### src/rtl/sbs_pkg.sv
`timescale 1ns/1ps
package sbs_pkg;
    typedef enum logic [1:0] {
        ST_SIMPLEX = 2'd0,
        ST_PAIR    = 2'd1,
        ST_FAILED  = 2'd2
    } sbs_state_e;
endpackage

### src/rtl/sbs_wdog.sv
`timescale 1ns/1ps
// Per-module watchdog: counts edges without a heartbeat while the module runs.
module sbs_wdog #(
    parameter int TIMEOUT = 16,
    localparam int CW = $clog2(TIMEOUT + 1)
) (
    input  logic clk,
    input  logic rst_n,
    input  logic run,
    input  logic beat,
    output logic expired
);
    logic [CW-1:0] cnt_q;

    always_ff @(posedge clk) begin
        if (!rst_n || !run || beat) begin
            cnt_q <= '0;
        end else if (cnt_q != CW'(TIMEOUT)) begin
            cnt_q <= cnt_q + 1'b1;
        end
    end

    assign expired = (cnt_q == CW'(TIMEOUT));
endmodule

### src/rtl/sbs_mux.sv
`timescale 1ns/1ps
// N-to-1 word selector.
module sbs_mux #(
    parameter int N_MOD  = 4,
    parameter int DATA_W = 8,
    parameter int IW     = 2
) (
    input  logic [N_MOD*DATA_W-1:0] data_flat,
    input  logic [IW-1:0]           sel,
    output logic [DATA_W-1:0]       word
);
    logic [DATA_W-1:0] words [N_MOD];

    for (genvar g = 0; g < N_MOD; g++) begin : g_slice
        assign words[g] = data_flat[g*DATA_W +: DATA_W];
    end

    always_comb begin
        word = '0;
        for (int i = 0; i < N_MOD; i++) begin
            if (sel == IW'(i)) word = words[i];
        end
    end
endmodule

### src/rtl/sbs_pick.sv
`timescale 1ns/1ps
// Finds the two lowest-indexed healthy modules.
module sbs_pick #(
    parameter int N_MOD = 4,
    parameter int IW    = 2
) (
    input  logic [N_MOD-1:0] healthy,
    output logic             first_ok,
    output logic [IW-1:0]    first_idx,
    output logic             second_ok,
    output logic [IW-1:0]    second_idx
);
    always_comb begin
        first_ok   = 1'b0;
        second_ok  = 1'b0;
        first_idx  = '0;
        second_idx = '0;
        for (int i = 0; i < N_MOD; i++) begin
            if (healthy[i]) begin
                if (!first_ok) begin
                    first_ok  = 1'b1;
                    first_idx = IW'(i);
                end else if (!second_ok) begin
                    second_ok  = 1'b1;
                    second_idx = IW'(i);
                end
            end
        end
    end
endmodule

### src/rtl/standby_switch.sv
`timescale 1ns/1ps
module standby_switch
    import sbs_pkg::*;
#(
    parameter int N_MOD      = 4,
    parameter int DATA_W     = 8,
    parameter int WD_TIMEOUT = 16,
    localparam int IW = (N_MOD > 1) ? $clog2(N_MOD) : 1
) (
    input  logic                    clk,
    input  logic                    rst_n,
    input  logic                    pair_mode_req,
    input  logic [N_MOD*DATA_W-1:0] mod_data,
    input  logic [N_MOD-1:0]        mod_err,
    input  logic [N_MOD-1:0]        mod_beat,
    output logic [DATA_W-1:0]       sys_data,
    output logic                    sys_valid,
    output logic                    sys_failed,
    output logic [IW-1:0]           sel_a,
    output logic [IW-1:0]           sel_b,
    output logic                    pair_active,
    output logic [N_MOD-1:0]        mod_run,
    output logic [N_MOD-1:0]        faulty_map,
    output logic                    reconfig
);
    localparam bit PAIR_OK = (N_MOD > 1);

    sbs_state_e        state_q, state_d;
    logic [IW-1:0]     sela_q, sela_d, selb_q, selb_d;
    logic [N_MOD-1:0]  faulty_q, faulty_d;
    logic [N_MOD-1:0]  run_mask, wd_exp;
    logic              reconf_q;
    logic [DATA_W-1:0] word_a, word_b;
    logic              cur_fault;
    logic              first_ok, second_ok;
    logic [IW-1:0]     first_idx, second_idx;

    // Run enables follow the state and selection registers.
    always_comb begin
        run_mask = '0;
        for (int i = 0; i < N_MOD; i++) begin
            unique case (state_q)
                ST_SIMPLEX: run_mask[i] = (sela_q == IW'(i));
                ST_PAIR:    run_mask[i] = (sela_q == IW'(i)) || (selb_q == IW'(i));
                default:    run_mask[i] = 1'b0;
            endcase
        end
    end

    for (genvar g = 0; g < N_MOD; g++) begin : g_wd
        sbs_wdog #(.TIMEOUT(WD_TIMEOUT)) u_wdog (
            .clk     (clk),
            .rst_n   (rst_n),
            .run     (run_mask[g]),
            .beat    (mod_beat[g]),
            .expired (wd_exp[g])
        );
    end

    sbs_mux #(.N_MOD(N_MOD), .DATA_W(DATA_W), .IW(IW)) u_mux_a (
        .data_flat (mod_data),
        .sel       (sela_q),
        .word      (word_a)
    );

    sbs_mux #(.N_MOD(N_MOD), .DATA_W(DATA_W), .IW(IW)) u_mux_b (
        .data_flat (mod_data),
        .sel       (selb_q),
        .word      (word_b)
    );

    // Fault seen on the running selection this cycle.
    always_comb begin
        unique case (state_q)
            ST_SIMPLEX: cur_fault = |(run_mask & (mod_err | wd_exp));
            ST_PAIR:    cur_fault = (|(run_mask & (mod_err | wd_exp))) || (word_a != word_b);
            default:    cur_fault = 1'b0;
        endcase
    end

    assign faulty_d = faulty_q | (cur_fault ? run_mask : '0);

    sbs_pick #(.N_MOD(N_MOD), .IW(IW)) u_pick (
        .healthy    (~faulty_d),
        .first_ok   (first_ok),
        .first_idx  (first_idx),
        .second_ok  (second_ok),
        .second_idx (second_idx)
    );

    // Next-state logic.
    always_comb begin
        state_d = state_q;
        sela_d  = sela_q;
        selb_d  = selb_q;
        unique case (state_q)
            ST_SIMPLEX: begin
                if (cur_fault) begin
                    if (first_ok) begin
                        sela_d = first_idx;
                        selb_d = first_idx;
                    end else begin
                        state_d = ST_FAILED;
                    end
                end
            end
            ST_PAIR: begin
                if (cur_fault) begin
                    if (second_ok) begin
                        sela_d = first_idx;
                        selb_d = second_idx;
                    end else if (first_ok) begin
                        state_d = ST_SIMPLEX;
                        sela_d  = first_idx;
                        selb_d  = first_idx;
                    end else begin
                        state_d = ST_FAILED;
                    end
                end
            end
            ST_FAILED: state_d = ST_FAILED;
            default:   state_d = ST_FAILED;
        endcase
    end

    // State register.
    always_ff @(posedge clk) begin
        if (!rst_n) begin
            state_q  <= (pair_mode_req && PAIR_OK) ? ST_PAIR : ST_SIMPLEX;
            sela_q   <= '0;
            selb_q   <= (pair_mode_req && PAIR_OK) ? IW'(1) : '0;
            faulty_q <= '0;
            reconf_q <= 1'b0;
        end else begin
            state_q  <= state_d;
            sela_q   <= sela_d;
            selb_q   <= selb_d;
            faulty_q <= faulty_d;
            reconf_q <= cur_fault;
        end
    end

    // Outputs.
    always_comb begin
        sys_data    = '0;
        sys_valid   = 1'b0;
        sys_failed  = 1'b0;
        pair_active = 1'b0;
        unique case (state_q)
            ST_SIMPLEX: begin
                sys_data  = word_a;
                sys_valid = !cur_fault;
            end
            ST_PAIR: begin
                sys_data    = word_a;
                sys_valid   = !cur_fault;
                pair_active = 1'b1;
            end
            default: sys_failed = 1'b1;
        endcase
    end

    assign sel_a      = sela_q;
    assign sel_b      = selb_q;
    assign mod_run    = run_mask;
    assign faulty_map = faulty_q;
    assign reconfig   = reconf_q;
endmodule

### config.mk
export PLATFORM = sky130hd
export DESIGN_NAME = standby_switch
export DESIGN_NICKNAME = d
export VERILOG_FILES = /design/src/rtl/sbs_pkg.sv /design/src/rtl/sbs_wdog.sv /design/src/rtl/sbs_mux.sv /design/src/rtl/sbs_pick.sv /design/src/rtl/standby_switch.sv
export SDC_FILE = /design/constraint.sdc
export NUM_CORES = 1
export LEC_CHECK = 0
export ABC_AREA = 1
export ABC_CLOCK_PERIOD_IN_PS = 4200
export CORE_MARGIN = 4
export CORE_UTILIZATION = 35
export DETAILED_ROUTE_END_ITERATION = 8
export DONT_BUFFER_PORTS = 1
export SLEW_MARGIN = 20
export SYNTH_ARGS = -nofsm -noshare
export SYNTH_HDL_FRONTEND = slang
export SYNTH_HIERARCHICAL = 1
export SYNTH_SLANG_ARGS = --single-unit
### constraint.sdc
create_clock -name clk -period 4.2 [get_ports clk]
set_input_delay 0.21 -clock clk [delete_from_list [all_inputs] [get_ports clk]]
set_output_delay 0.21 -clock clk [all_outputs]
set_load 0.1 [all_outputs]
==> results.cfg, run 1 <==
[worst_setup_path]
arrival_ns = 3.58
start_kind = flip-flop
worstPathCellList = inv_2 > nand3_1 > nand4_1 > xnor2_1 > nand2_1 > nor2_1 > nand2_1 > nand2_1 > nand2_2 > a21oi_1 > inv_1 > ha_1 > inv_1 > nor2_1 > nand2_1 > inv_1 > o31ai_1 > o21bai_1 > nand2_1
r2r_slack_ns = 0.66
critPathCaptureType = flip-flop
slowest_delay_ns = 0.72
cp.required_ns = 4.24
crit_type = flip-flop to flip-flop
crit_top_cell = nand2_1
path_max_fanout = 16
crit_family = simple AND/OR/NAND/NOR gates
cp_slowest_cell = edfxtp_1
critPathBufInv = 4

[placed_design]
dp_hpwl_um = 5407
numPortBuffers = 0
place_congestion = 0.8540

[routing]
antenna_left = 0
vias_per_cell = 5.060
dr_total_vias = 2616
drt-total-wl_um = 6915
drtIter0Drc = 193
remaining_drc_errors = 0
routedWlPerCell_um = 13.38
first_pass_iters = 4

[yosys]
async_flop_share_pct = 0
netlist_instances = 405
synth_area_um2 = 2602
synth_edf_count = 4
ys_ff_latch = 31
ys_types = 25
syn-num-nets = 461
synth_top_area_share_pct = 20.77
ys.flop_type = dfxtp_1
avgSynthCellArea_um2 = 6.426
ys_seq_area_share_pct = 25.38
synth_top_cell_by_area = dfxtp_1
ys.warnings.count = 6
synthTopCellsByArea = dfxtp_1, nand3_1, nand2_1, inv_1, ha_1

[floorplan]
die_h_um = 94.23
num_rows = 31
start_util_pct = 35.88
ios = 67
dieArea_um2 = 8879
core-area_um2 = 7253
die_x_um = 94.23

[clock_network]
cts_root_buf = clkbuf_8
cts.sinks = 31
hold_buffers = 0
clk_latency_ns = 0.28
cts_setup_buffers = 0
cts_buffers = 5
path_clk_slew_ns = 0.07
cts_tree = done
cts.path.max_buffers = 2
cts_resized = 0
cts.htree.levels = 2

[timing]
timing.final.crit_period_ns = 3.542
rsz0062_at_grt = false
finalSetupTns_ns = 0
setup_violations = 0
slew_viol_final = 0
fin_skew_ns = 0.004421
worstMarginPinSlew_ns = 1.066
hold_viol = 0
slew_headroom_pct = 28.85
max_clock_freq_mhz = 282.3
period_share_pct = 84.34

[layout]
nFillCells = 802
drive_above_1_share_pct = 14.83
diodes = 0
multi_input_area_um2 = 1619
area.growth.synth_to_final_pct = 9.423
final_cell_mix = nand2_1, nand3_1, inv_1
final_nets = 473
seqCellArea_um2 = 663.1
final_common_cell = nand2_1

[global_route]
grt_pass1_wl_um = 11320
grt_usage_pct = 16.06
grt_max_degree = 22
grt_pass1_vias = 2409
antenna_found_initial = 0
overflow = 0

[power]
totalPowerFinal_mw = 2.251
p_per_area_nw_per_um2 = 790.6
ir_drop_mv = 0.4189
p_leak_nw = 1.171

[min_path]
hold_path.class = primary input to flip-flop

[outcome]
status = finished clean

[run]
drv_cap = 0
power breakdown:
part / switching (mW) / internal, mW / leakage (nW)
combinational: 1.18 / 0.361 / 0.868
clock: 0.112 / 0.116 / 0.0422
sequential: 0.132 / 0.348 / 0.262
total: 1.43 / 0.826 / 1.17
per-stage QoR:
step           util [%]  cell area (um^2)  hold WS (ns)  worst slack [ns]  std cells
5_1_grt           39.26              2848       0.08403           0.09994        517
4_1_cts           39.16              2840       0.07906            0.5163        516
3_3_place_gp      38.04              2759        0.3753            0.6714        508
6_report          39.26              2848       0.08518            0.6576        517
3_5_place_dp      38.04              2759        0.3769            0.5216        508
2_1_floorplan         -              2603        0.3720            0.1952        405
cell usage after synthesis, drive strengths merged (4+ instances only):
master  number
a21oi       26
nor2        39
or2          4
ha          13
buf          9
inv         62
nand3       70
edfxtp       4
nand2       96
nand4       24
xnor2       11
dfxtp       27
o21ai       12
layer usage:
| metal | share of wire [%] | track usage, % |
|---|---|---|
| met1 | 41 | 19.62 |
| met2 | 46 | 26.54 |
| met3 | 12 | 6.010 |
| met4 | 1.3 | 4.091 |
| met5 | 0 | 0 |
cell families after synthesis:
logic type | synth area share (%)
XOR/XNOR | 3.702
AO/OA/AOI/OAI | 9.711
buffers and inverters | 13.27
flip-flops | 25.38
AND/OR/NAND/NOR | 41.68
adder cells (fa/ha/maj) | 6.250
flip-flops by register name (all words and copies together) (netlist names):
| name | cells |
|---|---|
| g_wd.u_wdog/cnt_q | 20 |
| sel_a | 2 |
| faulty_map | 4 |
| sel_b | 2 |
| reconfig | 1 |
| state_q | 2 |
layout make-up:
cell class | instances | share of cell area [%]
Inverter | 62 | 8.172
Sequential cell | 31 | 23.29
Tap cell | 99 | 4.350
Timing Repair Buffer | 17 | 4.482
Multi-Input combinational cell | 300 | 56.85
Clock inverter | 1 | 0.1757
Clock buffer | 7 | 2.680
worst register-to-register path: stages (launching register included):
cell and delay [ns]:
edfxtp_1 0.72, inv_2 0.20, nand3_1 0.12, nand4_1 0.12
xnor2_1 0.20, nand2_1 0.07, nor2_1 0.12, nand2_1 0.07
nand2_1 0.09, nand2_2 0.17, a21oi_1 0.29, inv_1 0.13
ha_1 0.26, inv_1 0.06, nor2_1 0.04, nand2_1 0.14
inv_1 0.10, o31ai_1 0.19, o21bai_1 0.14, nand2_1 0.09
final timing paths:
check / startpoint / end / depth (start not counted)
max: sel_b[1] / state_q[0] / 19
min: rst_n / sel_a[0] / 2
max reg2reg: sel_b[1] / state_q[0] / 19
min reg2reg: g_wd[1].u_wdog/cnt_q[4] / g_wd[1].u_wdog/cnt_q[4] / 2
No activity file was read; power rests on OpenSTA's default activity.
==> run 2, diff against run 1 <==
Settings changed: ABC_AREA 1 to 0, ABC_CLOCK_PERIOD_IN_PS 4200 to 3200.
Clock period 4.2 ns to 3.2 ns, I/O delays scaled along.
==> run 2 against run 1 <==
Synthesized cell count is 42% lower. The flow now finishes with violations (setup timing). Worst hold slack got worse by 0.074 ns. Sequential share of layout area decreased by 1.5 points. Largest cell class unchanged. Maximum frequency is 5.4% higher. Critical endpoint is now state_q[1].
==> results.cfg, run 2 <==
[layout]
area.growth.synth_to_final_pct = 30.01
final_cell_mix = buf_4, nor2_1, dfxtp_1
regMostFlops = g_wd.u_wdog/cnt_q
diodes = 0
nFillCells = 590
largest_register_ffs = 20
final_nets = 342
final_common_cell = buf_4
drive_above_1_share_pct = 40.77
design_area_um2 = 3047

[yosys]
ys_seq_area_share_pct = 28.19
synth_top_cell_by_area = dfxtp_1
synthAdderAreaFrac_pct = 6.941
synth_top_family_by_area = simple AND/OR/NAND/NOR gates
ys_types = 47
yosysMostFrequentCell = nor2_1
synth_edf_count = 4
synth_compound_area_share_pct = 11.11
async_flop_share_pct = 0
synthTopCellsByArea = dfxtp_1, mux4_2, ha_1, xor2_1, edfxtp_1
synth_top_area_share_pct = 23.06
ys_ff_latch = 31
ys.flop_type = dfxtp_1
syn-num-nets = 292
synth-simple-area-share_pct = 19.65
muxShareOfSynthArea_pct = 19.22
synth_common_cells = nor2_1, dfxtp_1, mux4_2, xor2_1, inv_1
synth_area_um2 = 2343
synth_xor_xnor_area_share_pct = 8.970
ys.warnings.count = 6
avgSynthCellArea_um2 = 9.930
netlist_instances = 236

[timing]
slew_viol_final = 0
setup_violations = 6
max_clock_freq_mhz = 297.6
rsz0062_at_grt = true
period_share_pct = 105.0
slew_headroom_pct = 38.07
fin_skew_ns = 0.006956
hold_ws_ns = 0.01087
worstMarginPinSlew_ns = 0.9277
fin_ws_ns = -0.1602
hold_viol = 0
timing.final.crit_period_ns = 3.360

[floorplan]
die_h_um = 89.83
start_util_pct = 36.49
dieArea_um2 = 8069
ios = 67
num_rows = 29
die_x_um = 89.83
core-area_um2 = 6422

[global_route]
grt_pass1_wl_um = 9225
grt_util_met3_pct = 4.591
busiest_layer = met2
overflow = 0
met2_usage_pct = 24.75
grt_usage_pct = 14.13
met1_usage_pct = 15.94
grt_pass1_vias = 1898
grt_max_degree = 12
antenna_found_initial = 0

[placed_design]
dp_hpwl_um = 4527
post_dp_cell_area_um2 = 2858
place_congestion = 0.8089
place_ws_ns = -0.4025
numPortBuffers = 0

[routing]
routedWlPerCell_um = 15.26
drt-total-wl_um = 5556
antenna_left = 0
dr_total_vias = 1861
first_pass_iters = 4
drtIter0Drc = 87
vias_per_cell = 5.113
remaining_drc_errors = 0

[clock_network]
cts.sinks = 31
cts.path.max_buffers = 2
cts.htree.levels = 2
hold_buffers = 0
clk_latency_ns = 0.29
cts_root_buf = clkbuf_8
path_clk_slew_ns = 0.07
cts_buffers = 5
cts_tree = done

[worst_setup_path]
start_kind = flip-flop
cp.required_ns = 3.25
crit_type = flip-flop to flip-flop
arrival_ns = 3.41
critPathCaptureType = flip-flop
path_max_fanout = 7

[run]
drv_cap = 0

[min_path]
hold_path.class = primary input to flip-flop

[power]
p_per_area_nw_per_um2 = 888.3
ir_drop_mv = 0.3037
p_leak_nw = 1.170

[outcome]
status = finished, violations left
violations = setup timing
## run 2: cell count changes in the layout (fill, tap and decap cells not counted), moves of 11 or more
cell	before	now
xor2_1	0	16
nand3_1	70	8
mux4_2	0	16
nand4_1	24	0
nor2b_2	0	11
inv_1	56	13
nand2_1	93	7
buf_4	16	49
nor2_2	19	3
a21oi_1	26	7
## run 2: cell families after synthesis
logic type	after synthesis
compound gates	35
xor+xnor	24
fa+ha+maj	13
buf+inv	27
flops	31
mux	25
simple gates	81
## run 2: area by class of cell
| class | count | area [um^2] | share of cell area (%) |
|---|---|---|---|
| inverter | 17 | 63.81 | 2.094 |
| clock inverter | 1 | 5.005 | 0.1643 |
| sequential | 31 | 664.4 | 21.81 |
| multi-input combinational | 178 | 1662 | 54.54 |
| tap | 77 | 96.34 | 3.162 |
| clock buffer | 7 | 107.6 | 3.532 |
| timing repair buffer | 53 | 447.9 | 14.70 |
## run 2: final timing paths
path | from | end | slack (ns) | depth (start not counted)
min | rst_n | sel_a[0] | 0.01 | 2
max | sel_b[0] | state_q[1] | -0.16 | 12
min reg2reg | g_wd[3].u_wdog/cnt_q[4] | g_wd[3].u_wdog/cnt_q[4] | 0.51 | 2
max reg2reg | sel_b[0] | state_q[1] | -0.16 | 12
## run 2: worst max-delay path, stage by stage (launching register included)
cell      delay [ns]
edfxtp_1        0.40
buf_12          0.15
mux4_2          0.50
xor2_1          0.18
nor4_2          0.30
a21boi_1        0.13
or3_4           0.40
a21oi_4         0.20
ha_2            0.22
mux2i_1         0.10
a21oi_4         0.15
mux2i_1         0.09
a211o_1         0.30
## run 2: power by group
part / switching [mW] / total [mW] / internal (mW)
logic: 1.10 / 1.83 / 0.723
registers: 0.0593 / 0.501 / 0.442
clock network: 0.159 / 0.379 / 0.220
## run 2: per-layer routing
metal,share of wire (%),vias up
met3,4.7,11
met5,0,-
met1,41,881
met2,52,29
li1,-,940
met4,1.8,0
## run 2: stage by stage
step                      TNS, ns  instances  util (%)  total power, mW
final                     -0.7898        364     47.44            2.706
after global routing       -2.020        364     47.44            2.846
after CTS                  -1.074        363     47.05            2.701
after detailed placement   -2.154        353     44.50            2.254
after global placement     -2.121        353     44.50            2.245
after floorplan            -6.601        236         -            1.861
## run 2: repair_timing
item	4_1_cts	5_1_grt
gates resized for setup	6	4
setup endpoints to repair	8	8
cloned	0	0
pin swaps	3	3
setup buffers	2	1
==> run 3, diff against run 2 <==
Settings changed: ABC_CLOCK_PERIOD_IN_PS 3200 to 4140, CELL_PAD_IN_SITES_DETAIL_PLACEMENT set to 0, CELL_PAD_IN_SITES_GLOBAL_PLACEMENT set to 1, CTS_CLUSTER_SIZE set to 20, PLACE_DENSITY_LB_ADDON set to 0.1.
Clock period 3.2 ns to 4.14 ns, I/O delays scaled along.
==> run 3 against run 2 <==
The run now ends clean. Clock power decreased by 23%. Clock skew increased by 0.00051 ns. Combinational power decreased by 37%. Die area unchanged. Core utilization decreased by 5.8 points. Setup slack improved by 0.63 ns. Non-clock buffer count decreased by 35. Sequential share of layout area increased by 3.0 points. Wire length decreased by 1.6%. Critical path depth unchanged. Maximum frequency decreased by 8.6%. Sequential power decreased by 17%.
==> results.cfg, run 3 (same netlist as run 2, synthesis figures left out) <==
[run]
drv_cap = 0

[floorplan]
ios = 67
die_x_um = 89.83
dieArea_um2 = 8069
core-area_um2 = 6422
die_h_um = 89.83
num_rows = 29
start_util_pct = 36.49

[worst_setup_path]
critPathCaptureType = flip-flop
startpoint = sel_b[0]
crit_family = simple AND/OR/NAND/NOR gates
start_kind = flip-flop
crit_type = flip-flop to flip-flop
arrival_ns = 3.71
path_max_fanout = 9
worstPathCellList = buf_4 > mux4_2 > xor2_1 > nor4_1 > a21boi_1 > or3_4 > a21oi_2 > inv_1 > ha_2 > nand2_1 > mux2i_1 > a211o_1
rr_startpoint = sel_b[0]
critPathBufInv = 2
cp.required_ns = 4.18
slowest_delay_ns = 0.52
cp_slowest_cell = mux4_2

[placed_design]
numPortBuffers = 0
post_dp_cell_area_um2 = 2551
dp_cells = 321
place_congestion = 0.7546
dp_hpwl_um = 4309

[timing]
worstMarginPinSlew_ns = 1.075
hold_ws_ns = 0.05843
slew_headroom_pct = 27.99
max_clock_freq_mhz = 272.1
hold_viol = 0
fin_skew_ns = 0.007469
period_share_pct = 88.76
rsz0062_at_grt = false
timing.final.crit_period_ns = 3.675
finalSetupTns_ns = 0
slew_viol_final = 0
setup_violations = 0

[layout]
final_cells = 329
final_common_cell = nor2_1
final_cell_mix = nor2_1, dfxtp_1, buf_4
fin_util_pct = 41.61
regMostFlops = g_wd.u_wdog/cnt_q
largest_register_ffs = 20
area.growth.synth_to_final_pct = 14.04
diodes = 0
nFillCells = 631
drive_above_1_share_pct = 29.37
design_area_um2 = 2673
final_nets = 307

[global_route]
grt_pass1_vias = 1870
overflow = 0
grt_usage_pct = 14.19
antenna_found_initial = 0
grt_max_degree = 16
grt_pass1_wl_um = 9218

[clock_network]
cts.htree.levels = 2
cts_tree = done
cts_root_buf = clkbuf_8
cts.sinks = 31
cts_buffers = 5
path_clk_slew_ns = 0.07
cts.path.max_buffers = 2
hold_buffers = 0
clk_latency_ns = 0.28

[routing]
remaining_drc_errors = 0
dr_total_vias = 1725
vias_per_cell = 5.243
routedWlPerCell_um = 16.62
antenna_left = 0
drt-total-wl_um = 5467
first_pass_iters = 4
drtIter0Drc = 28

[outcome]
status = finished clean

[min_path]
hold_path.class = primary input to flip-flop
hold_start = rst_n

[power]
ir_drop_mv = 0.2992
p_per_area_nw_per_um2 = 692.4
p_leak_nw = 0.9800
run 3: final timing paths:
path	to	slack (ns)	cells after the start
min reg2reg	g_wd[2].u_wdog/cnt_q[4]	0.52	2
min	sel_a[1]	0.06	2
max reg2reg	state_q[1]	0.47	12
max	state_q[1]	0.47	12
run 3: worst register-to-register path, delay by kind of cell (launching register included):
family	cells	cell delay (ns)
mux	2	0.62
fa+ha+maj	1	0.24
compound gates	3	0.81
simple gates	3	0.95
buf+inv	2	0.29
flops	1	0.35
xor+xnor	1	0.17
run 3: report_power, final:
part	switching, mW	internal [mW]	leakage (nW)
registers	0.0731	0.341	0.262
clock network	0.121	0.170	0.0594
logic	0.771	0.374	0.659
run 3: cell type report:
class	instances	area, um^2	area share [%]
clock buffer	7	107.6	4.026
timing repair buffer	18	135.1	5.056
sequential	31	663.1	24.81
tap	77	96.34	3.605
multi-input combinational	178	1602	59.93
clock inverter	1	5.005	0.1873
inverter	17	63.81	2.388
run 3: stage by stage:
step	setup slack [ns]	total power, mW
finish	0.4652	1.850
global route	0.04372	1.966
CTS	0.2249	1.869
detailed placement	0.2302	1.571
global placement	0.2843	1.582
floorplan	0.01311	1.403
run 3: routing by layer:
metal  GRT usage [%]  part of all wire, %  up-vias
li1                -                    -      866
met1           16.89                   43      818
met2           24.25                   50       35
met3           5.175                  5.8        6
met4           3.704                 0.80        0
met5               0                    0        -
run 3: what timing repair did:
item                       4_1_cts  5_1_grt
buffers inserted                 0        0
setup endpoints to repair        0        6
gates resized for setup          0        2
